**src/rtl/irq_route_pkg.sv**
```systemverilog
// Shared constants and helpers for the interrupt selector.
// Assumes six selector fields per 32-bit register, with one spare bit at 15.
package irq_route_pkg;
    localparam int NUM_LINES   = 16;
    localparam int FIXED_LINES = 4;
    localparam int SEL_LINES   = NUM_LINES - FIXED_LINES;
    localparam int CODE_W      = 5;
    localparam int NUM_CODES   = 1 << CODE_W;
    localparam int MAX_CODE    = 18;
    localparam int DATA_W      = 32;
    localparam int ADDR_W      = 4;
    localparam int EXT_PINS    = 4;
    localparam int EXT_BASE    = 4;
    localparam int FIELDS_PER_REG = 6;
    localparam int LINE_W      = $clog2(NUM_LINES);

    localparam logic [ADDR_W-1:0] OFS_HI  = 4'h0;
    localparam logic [ADDR_W-1:0] OFS_LO  = 4'h4;
    localparam logic [ADDR_W-1:0] OFS_POL = 4'h8;
    localparam logic [ADDR_W-1:0] OFS_EN  = 4'hC;

    // Bit offset of field j inside a selector register.
    function automatic int field_lsb(input int j);
        return j * CODE_W + ((j >= 3) ? 1 : 0);
    endfunction

    // Reset selector code for maskable slot k (line k+4).
    function automatic logic [CODE_W-1:0] default_code(input int k);
        case (k)
            6:  return 5'd3;
            7:  return 5'd10;
            8:  return 5'd11;
            9:  return 5'd0;
            10: return 5'd1;
            11: return 5'd2;
            default: return CODE_W'(k + 4);
        endcase
    endfunction
endpackage

```
**src/rtl/irq_sel_regs.sv**
```systemverilog
// Register file: two selector registers, the pin polarity register and the
// line enable register. Assumes aligned byte offsets; reads are combinational.
module irq_sel_regs
    import irq_route_pkg::*;
(
    input  logic                        clk,
    input  logic                        rst_n,
    input  logic                        reg_we,
    input  logic [ADDR_W-1:0]           reg_addr,
    input  logic [DATA_W-1:0]           reg_wdata,
    output logic [DATA_W-1:0]           reg_rdata,
    output logic [SEL_LINES*CODE_W-1:0] sel_flat,
    output logic [EXT_PINS-1:0]         pol_q,
    output logic [NUM_LINES-1:0]        en_q
);
    logic [CODE_W-1:0]          sel_q [SEL_LINES];
    logic [NUM_LINES-1:0]       en_r;

    // Register writes, with reset defaults; unmapped bits are never stored.
    always_ff @(posedge clk) begin
        if (!rst_n) begin
            for (int k = 0; k < SEL_LINES; k++) sel_q[k] <= default_code(k);
            pol_q <= '0;
            en_r  <= '0;
        end else if (reg_we) begin
            case (reg_addr)
                OFS_LO: for (int j = 0; j < FIELDS_PER_REG; j++)
                            sel_q[j] <= reg_wdata[field_lsb(j) +: CODE_W];
                OFS_HI: for (int j = 0; j < FIELDS_PER_REG; j++)
                            sel_q[FIELDS_PER_REG+j] <= reg_wdata[field_lsb(j) +: CODE_W];
                OFS_POL: pol_q <= reg_wdata[EXT_PINS-1:0];
                OFS_EN:  en_r  <= {reg_wdata[NUM_LINES-1:FIXED_LINES], {FIXED_LINES{1'b0}}};
                default: ;
            endcase
        end
    end

    // Read mux: packs fields back, zero elsewhere.
    always_comb begin
        reg_rdata = '0;
        case (reg_addr)
            OFS_LO: for (int j = 0; j < FIELDS_PER_REG; j++)
                        reg_rdata[field_lsb(j) +: CODE_W] = sel_q[j];
            OFS_HI: for (int j = 0; j < FIELDS_PER_REG; j++)
                        reg_rdata[field_lsb(j) +: CODE_W] = sel_q[FIELDS_PER_REG+j];
            OFS_POL: reg_rdata[EXT_PINS-1:0] = pol_q;
            OFS_EN:  reg_rdata[NUM_LINES-1:0] = en_r;
            default: ;
        endcase
    end

    assign en_q = en_r;

    for (genvar k = 0; k < SEL_LINES; k++) begin : g_flat
        assign sel_flat[k*CODE_W +: CODE_W] = sel_q[k];
    end


    pol_rd_zero_chk: assert property (@(posedge clk) disable iff (!rst_n)
        (reg_addr == OFS_POL) |-> (reg_rdata[DATA_W-1:EXT_PINS] == '0));

    en_rd_zero_chk: assert property (@(posedge clk) disable iff (!rst_n)
        (reg_addr == OFS_EN) |-> (reg_rdata[DATA_W-1:NUM_LINES] == '0 &&
                                  reg_rdata[FIXED_LINES-1:0] == '0));
endmodule

```
**src/rtl/irq_src_mux.sv**
```systemverilog
// Source selection: applies pin polarity, removes reserved codes, and picks
// each maskable line's event by its selector code. Purely combinational.
module irq_src_mux
    import irq_route_pkg::*;
(
    input  logic [NUM_CODES-1:0]        evt_in,
    input  logic [EXT_PINS-1:0]         pol_q,
    input  logic [SEL_LINES*CODE_W-1:0] sel_flat,
    input  logic                        rst_evt,
    input  logic                        nmi_in,
    output logic [NUM_LINES-1:0]        line_src
);
    logic [NUM_CODES-1:0] cond;

    // Conditioned event vector: polarity on pins, reserved codes zeroed.
    always_comb begin
        cond = evt_in;
        for (int i = 0; i < EXT_PINS; i++)
            cond[EXT_BASE+i] = evt_in[EXT_BASE+i] ^ pol_q[i];
        for (int c = MAX_CODE + 1; c < NUM_CODES; c++)
            cond[c] = 1'b0;
    end

    assign line_src[0] = rst_evt;
    assign line_src[1] = nmi_in;
    assign line_src[FIXED_LINES-1:2] = '0;

    for (genvar k = 0; k < SEL_LINES; k++) begin : g_pick
        assign line_src[FIXED_LINES+k] = cond[sel_flat[k*CODE_W +: CODE_W]];
    end
endmodule

```
**src/rtl/irq_pend_array.sv**
```systemverilog
// Edge detection and pending bits. A rising source edge sets a bit; an
// acknowledge clears one bit; a same-cycle edge wins over the clear.
module irq_pend_array
    import irq_route_pkg::*;
(
    input  logic                 clk,
    input  logic                 rst_n,
    input  logic [NUM_LINES-1:0] line_src,
    input  logic                 ack_valid,
    input  logic [LINE_W-1:0]    ack_num,
    output logic [NUM_LINES-1:0] pend_q
);
    logic [NUM_LINES-1:0] prev_q;
    logic [NUM_LINES-1:0] edge_v;
    logic [NUM_LINES-1:0] clr_v;

    assign edge_v = line_src & ~prev_q;
    assign clr_v  = ack_valid ? (NUM_LINES'(1) << ack_num) : '0;

    // Source history for edge detection.
    always_ff @(posedge clk) begin
        if (!rst_n) prev_q <= '0;
        else        prev_q <= line_src;
    end

    // Pending state update.
    always_ff @(posedge clk) begin
        if (!rst_n) pend_q <= '0;
        else        pend_q <= (pend_q & ~clr_v) | edge_v;
    end


    set_needs_edge_chk: assert property (@(posedge clk) disable iff (!rst_n)
        ((pend_q & ~$past(pend_q) & ~$past(edge_v)) == '0));

    ack_clears_chk: assert property (@(posedge clk) disable iff (!rst_n)
        ack_valid && !edge_v[ack_num] |=> !pend_q[$past(ack_num)]);

    reserved_idle_chk: assert property (@(posedge clk) disable iff (!rst_n)
        pend_q[FIXED_LINES-1:2] == '0);
endmodule

```
**src/rtl/irq_prio_enc.sv**
```systemverilog
// Masking and priority encoding: lines 0-1 always presented, 4-15 gated by
// per-line enables and the global enable; lowest number wins.
module irq_prio_enc
    import irq_route_pkg::*;
(
    input  logic                 clk,
    input  logic                 rst_n,
    input  logic [NUM_LINES-1:0] pend_q,
    input  logic [NUM_LINES-1:0] en_q,
    input  logic                 gie,
    output logic                 irq_valid,
    output logic [LINE_W-1:0]    irq_num
);
    logic [NUM_LINES-1:0] presented;

    // Presented set after masking.
    always_comb begin
        presented = pend_q & (en_q & {NUM_LINES{gie}});
        presented[1:0] = pend_q[1:0];
    end

    // Lowest-numbered presented line.
    always_comb begin
        irq_valid = 1'b0;
        irq_num   = '0;
        for (int i = NUM_LINES - 1; i >= 0; i--) begin
            if (presented[i]) begin
                irq_valid = 1'b1;
                irq_num   = LINE_W'(i);
            end
        end
    end


    winner_pending_chk: assert property (@(posedge clk) disable iff (!rst_n)
        irq_valid |-> pend_q[irq_num]);

    no_lower_winner_chk: assert property (@(posedge clk) disable iff (!rst_n)
        irq_valid |-> ((pend_q & en_q & {NUM_LINES{gie}} & ((NUM_LINES'(1) << irq_num) - 1'b1)) == '0));

    masked_hidden_chk: assert property (@(posedge clk) disable iff (!rst_n)
        (irq_valid && irq_num >= LINE_W'(FIXED_LINES)) |-> (gie && en_q[irq_num]));
endmodule

```
**src/rtl/irq_route_ctrl.sv**
```systemverilog
// Top of the interrupt selector: register file, source mux, pending array
// and priority encoder. Assumes all inputs synchronous to clk.
module irq_route_ctrl
    import irq_route_pkg::*;
(
    input  logic              clk,
    input  logic              rst_n,
    input  logic              reg_we,
    input  logic [3:0]        reg_addr,
    input  logic [31:0]       reg_wdata,
    output logic [31:0]       reg_rdata,
    input  logic [31:0]       evt_in,
    input  logic              rst_evt,
    input  logic              nmi_in,
    input  logic              gie,
    input  logic              ack_valid,
    input  logic [3:0]        ack_num,
    output logic              irq_valid,
    output logic [3:0]        irq_num
);
    logic [SEL_LINES*CODE_W-1:0] sel_flat;
    logic [EXT_PINS-1:0]         pol_q;
    logic [NUM_LINES-1:0]        en_q;
    logic [NUM_LINES-1:0]        line_src;
    logic [NUM_LINES-1:0]        pend_q;

    irq_sel_regs u_regs (
        .clk(clk), .rst_n(rst_n), .reg_we(reg_we), .reg_addr(reg_addr),
        .reg_wdata(reg_wdata), .reg_rdata(reg_rdata), .sel_flat(sel_flat),
        .pol_q(pol_q), .en_q(en_q)
    );

    irq_src_mux u_mux (
        .evt_in(evt_in), .pol_q(pol_q), .sel_flat(sel_flat),
        .rst_evt(rst_evt), .nmi_in(nmi_in), .line_src(line_src)
    );

    irq_pend_array u_pend (
        .clk(clk), .rst_n(rst_n), .line_src(line_src),
        .ack_valid(ack_valid), .ack_num(ack_num), .pend_q(pend_q)
    );

    irq_prio_enc u_prio (
        .clk(clk), .rst_n(rst_n), .pend_q(pend_q), .en_q(en_q), .gie(gie),
        .irq_valid(irq_valid), .irq_num(irq_num)
    );


    reserved_src_chk: assert property (@(posedge clk) disable iff (!rst_n)
        (sel_flat[CODE_W-1:0] > 5'd18) |-> !line_src[FIXED_LINES]);
endmodule

```
**config.mk**
```make
export PLATFORM = sky130hd
export DESIGN_NAME = irq_route_ctrl
export DESIGN_NICKNAME = d
export VERILOG_FILES = /design/src/rtl/irq_route_pkg.sv /design/src/rtl/irq_sel_regs.sv /design/src/rtl/irq_src_mux.sv /design/src/rtl/irq_pend_array.sv /design/src/rtl/irq_prio_enc.sv /design/src/rtl/irq_route_ctrl.sv
export SDC_FILE = /design/constraint.sdc
export NUM_CORES = 1
export LEC_CHECK = 0
export BUFFER_PORTS_ARGS = -buffer_cell sky130_fd_sc_hd__buf_2
export CAP_MARGIN = 20
export CORE_ASPECT_RATIO = 1.1
export CORE_UTILIZATION = 63
export CTS_BUF_LIST = sky130_fd_sc_hd__clkbuf_8
export CTS_CLUSTER_DIAMETER = 30
export DETAILED_ROUTE_END_ITERATION = 10
export GPL_TIMING_DRIVEN = 0
export PLACE_DENSITY = 0.94
export SLEW_MARGIN = 15
export SYNTH_ARGS = -nofsm -noshare
export SYNTH_HDL_FRONTEND = slang
export SYNTH_SLANG_ARGS = --single-unit
```
**constraint.sdc**
```tcl
create_clock -name clk -period 3.8 [get_ports clk]
set_input_delay 0.38 -clock clk [delete_from_list [all_inputs] [get_ports clk]]
set_output_delay 0.38 -clock clk [all_outputs]
set_load 0.02 [all_outputs]
```
* After elaboration in Yosys (flattened, before gate mapping)
Memories as Yosys holds them, arrays and structs flattened.
Cells that the tools add are included.
** Storage, ports and cells
- Memories :: 1
- Memory bits (writable) :: 60
- Bits in registers :: 48
** Memory list
- u_regs.sel_q :: words 12, width 5, read ports 12, clocked after memory_dff 0, write ports 12, RTL line irq_sel_regs.sv:16 : logic [CODE_W-1:0] sel_q [SEL_LINES];
** Cells by class
- Reduce and logical (&&, ||, !) cells :: 3
- Muxes and demuxes :: 94
- Equal/unequal tests :: 3
- Bitwise operators :: 23
- Magnitude comparators :: 12
- Shift-type cells :: 1
** Operators by type and width (number)
- $mux W5 :: 24
- $lt A5 B6 Y1 const B :: 12
- $and A16 B16 Y16 :: 4
- $mux W4 :: 16
- $bmux W1 S5 :: 12
- $mux W1 :: 38
- $pmux W11 S3 :: 1
- $not A16 Y16 :: 2
- $pmux W15 S2 :: 1
- $mux W16 :: 1
- $or A16 B16 Y16 :: 1
- $shl A1 B4 Y16 const A :: 1
- $or A1 B1 Y1 :: 12
- $pmux W4 S3 :: 1
- $eq A4 B4 Y1 const B :: 2
- $eq A4 B3 Y1 const B :: 1
- $logic_not A4 Y1 :: 1
- $reduce_and A2 Y1 :: 2
- $xor A1 B1 Y1 :: 4

* Depth between registers and ports, before layout
- Word-level depth :: 18
- Mapped depth :: 7
- Gate-level depth less buffers :: 6

* Cells and area by module
Synthesis repeated with hierarchy kept, for this count alone.
** Second synthesis, totals
- Cells, all modules :: 749
- Area, all modules :: 7290.7 um^2
** By module, submodules not included
- irq_sel_regs :: sequential area each 2122.0 um^2, area each 3532.1 um^2, cells an instance 293, instances 1
- irq_src_mux :: sequential area each 0.0 um^2, area each 2376.0 um^2, cells an instance 299, instances 1
- irq_pend_array :: sequential area each 640.6 um^2, area each 1124.8 um^2, cells an instance 110, instances 1
- irq_prio_enc :: sequential area each 0.0 um^2, area each 257.7 um^2, cells an instance 47, instances 1

* Worst setup path before layout
Ideal clock, no wire load.
- Path type :: input port to flip-flop
- From :: in reg_addr[3]
- To :: mem u_regs.sel_q[0][0], enable pin
- Slack :: 1.650 ns
- Stages :: 4
- Library setup time :: 0.387 ns
- Required time :: 3.413 ns
- Arrival time :: 1.763 ns
- Cells stage by stage :: nor4b_4 > nand2_1 > clkbuf_1 > nand2_1
** RTL lines
- start: declaration :: RTL line irq_route_ctrl.sv:9 : input logic [3:0] reg_addr,
- end: declaration :: RTL line irq_sel_regs.sv:16

* Worst setup path after layout
- From :: in reg_addr[3]
- To :: out reg_rdata[11]
** Between the ends
- Cells in the longest elaborated chain, start to end :: 2
- Elaborated cells on any way between the ends :: 4
** Ends and longest elaborated chain
- $eq A4 B4 Y1, or another cell as far along :: RTL line irq_sel_regs.sv:41 : case (reg_addr)
- $pmux W11 S3 (*) :: RTL line irq_sel_regs.sv:41
- end: declaration :: RTL line irq_route_ctrl.sv:11 : output logic [31:0] reg_rdata,
Mark *: on every way between the ends. The rest lies on a longest branch, timed or not.

==> results.md <==
* Die width at roughly 100 um
* Die Span Y at between 100 and 150 um
* Tmin final at ~2800 ps
* Fin. max-slew vios at 0
* Worst r2r dst: u_pend.pend_q[8]
* Clock Path Buffers at 2
* Final Hold Fails at 0
* Synth Instances at between 600 and 700
* Max Cap Viol at 0
* Tot Pwr at 2.57 mW
* Largest area contributor in the netlist: edfxtp_1
* Number of enable flip-flop cells after synthesis at 60
* Post-synthesis area per instance at roughly 10 um2
* Outcome: finished clean
* Die area at roughly 11000 um2
* First-pass GRT wire length at between 30000 and 40000 um
* Final period util at 73.6%
* Initial antenna violation count at 1
* Compound-cell area share of the yosys netlist at 16.0%
* Ys async rst share at 0%
* Worst EP required at 3420 ps
* Top_reg_cell synth: edfxtp_1
* Synth Warn # at 0
* RSZ-0062 raised after global routing: no
* FF-to-FF Start: u_regs.pol_q[2]
* Final ANT Viol Nets at 0
* CP dominant cell by count: buf_2
* Synth Net Count at 717
* GP Congestion at a little under 1
* Fmax at between 300 and 400 MHz
* Leak at approximately 3 nW
* #FFs+latches synth at ~100
* PortBufs at 99
* Post-synth cell types at 54
* Pwr dens at approximately 340 nW/um2
* Hold WC Path Type: primary input to flip-flop
* Cts bufs inserted at 9
* Sequential fraction of the synthesis area at 40.5%
* Most frequent cells in the layout: buf_2, nand2_1, edfxtp_1
* Largest cells by area after synthesis: edfxtp_1, dfxtp_1, mux4_2
* Initial DRT Pass Iterations at 6
* Placed Cells incl. Taps at 877
* CP startpoint kind: primary input
* Grt ovf at 0
* Worst Tran Pin Value at 864 ps
* Non-filler cells, final at between 800 and 900
* GRT Total Usage at approximately 41%
* Post-synthesis simple-gate area fraction at ~17%
* Crit-path max cell delay at around 700 ps
* WHS at 194 ps
* R2R cell count at 6
* Clock Skew at around 8.6 ps
* Final nets at between 800 and 900
* Top Ports at approximately 120
* R2r setup slk at around 1600 ps
* Starting Density at 66.0%
* Setup bufs post-CTS at 0
* CP Data Arrival Time at 2420 ps
* Top cell type's share of synthesized area at 27.2%
* Synthesized area at between 6000 and 7000 um2
* Root Buffer Master: clkbuf_8
* Worst setup EP type: output port
* Worst-path clk slew at about 110 ps
* Iteration-0 DRC Markers at 1369
* Largest family of logic cells by synthesized area: multiplexers
* Layout area overhead at 13.1%
* Proportion of synthesized area in mux cells at between 10% and 20%
* Crit Path Max Fanout at 10
* Largest net degree at the start of global routing at 31
* Worst hold endpoint: u_pend.prev_q[1]
* Clock latency on the worst-skew pair at 400 ps
* Worst Hold Depth at 2
* Core area at roughly 10000 um2
* Crit-path slowest cell: nor4_1
* Clk sinks at 104
* TritonCTS clock tree: done
* Via count at about 6.4k
* Crit Path Category: primary input to output port
* Post-synthesis adder-cell area fraction at 0%
* Peak VDD IR at between 200 and 300 uV
* Most common cell after layout, fill and taps aside: buf_2
* Average wire per standard cell at between 20 and 25 um
* DR vias/cell at about 7.2
* Setup Viol. Count Final at 0
* Slew headroom at 42.3%
* Post_cts resized at 0
* Hold Startpoint: nmi_in
* Share of layout cells above drive strength 1 at 23.7%
* Setup TNS at 0 ps
* Rows at 38
* H-tree levels at 3
* Xor/xnor share of the synthesized area at less than 1%
* CP cell instances: buf_2, nor4_1, clkbuf_1, a222oi_1, inv_1, buf_2
* DRC Markers at 0
* Cts hold-fix bufs at 0
* Vias in the first global route at between 6k and 7k
* Post-DP HPWL at around 15000 um
* Post-Route WL at around 21000 um
[kinds of logic after synthesis]
| logic type | after synthesis |
|---|---|
| mux | 76 |
| compound gates | 138 |
| xor+xnor | 4 |
| other cells | 1 |
| buf+inv | 100 |
| simple gates | 215 |
| flops | 104 |
[critical path, delay by kind of cell]
kind                   cells  cell delay [ps]
AO/OA/AOI/OAI              1              300
buffers and inverters      4             1030
AND/OR/NAND/NOR            1              700
[power breakdown]
part / switching (mW) / total, mW / internal [mW]
Combinational: 0.312 / 0.545 / 0.233
Sequential: 0.0658 / 1.34 / 1.27
Clock: 0.434 / 0.686 / 0.252
Total: 0.812 / 2.57 / 1.75
[worst max path at each step]
stage / slack [ps] / depth (start not counted) / startpoint / to
6_report: 1000 / 6 / reg_addr[3] / reg_rdata[11]
3_3_place_gp: 620 / 5 / reg_addr[3] / u_regs.sel_q[0][14]
2_1_floorplan: 1650 / 4 / reg_addr[3] / u_regs.sel_q[0][0]
4_1_cts: 1100 / 6 / reg_addr[3] / reg_rdata[12]
3_5_place_dp: 930 / 6 / reg_addr[3] / u_regs.sel_q[0][35]
5_1_grt: 930 / 6 / reg_addr[3] / reg_rdata[12]
[registers in the layout, indices dropped and copies added, names as in the netlist]
signal and cells:
u_pend.pend_q 14, u_regs.en_q 12, u_regs.pol_q 4, u_regs.sel_q 60
u_pend.prev_q 14
[cells in the mapped netlist, types with 4 or more instances]
library cell	instances
a21oi_1	29
a222oi_1	15
buf_2	12
o31ai_1	7
mux2_2	5
clkbuf_1	48
nand2b_1	7
mux4_1	8
edfxtp_1	60
a311oi_1	5
or3_1	21
nor3b_1	6
o21ai_0	12
nand4_1	5
mux4_2	30
mux2i_1	33
nor2b_1	5
and2_1	42
dfxtp_1	44
and3_1	5
nand3_1	11
nand2_1	68
o21a_1	6
o41ai_2	4
o22ai_1	4
a211oi_1	10
a22o_1	15
o311a_1	4
o2bb2ai_1	5
xor2_1	4
inv_1	35
nor2_1	25
nand3b_1	11
[metrics by stage]
step | area [um2] | utilization [%] | setup slack, ps
after floorplan | 6620 | - | 1650
after global placement | 7290 | 72.7 | 619
after detailed placement | 7300 | 72.8 | 934
after CTS | 7490 | 74.6 | 1100
after global routing | 7490 | 74.7 | 929
final | 7490 | 74.7 | 1000
[layer usage]
| layer | GRT usage [%] | vias up | part of all wire [%] |
|---|---|---|---|
| met1 | 47.3 | 2917 | 32 |
| li1 | - | 2623 | - |
| met2 | 64.3 | 700 | 46 |
| met4 | 26.8 | 0 | 7.8 |
| met3 | 14.3 | 200 | 14 |
| met5 | 0 | - | 0 |
[final cells by class]
type	instances	area, um2
Antenna cell	1	2.50
Timing Repair Buffer	100	500
Tap cell	140	175
Buffer	65	285
Fill cell	653	2540
Sequential cell	104	2680
Inverter	35	131
Multi-Input combinational cell	434	3530
Clock buffer	9	124
Clock inverter	7	62.6
Note: power is estimated with default switching activity, not from simulation.
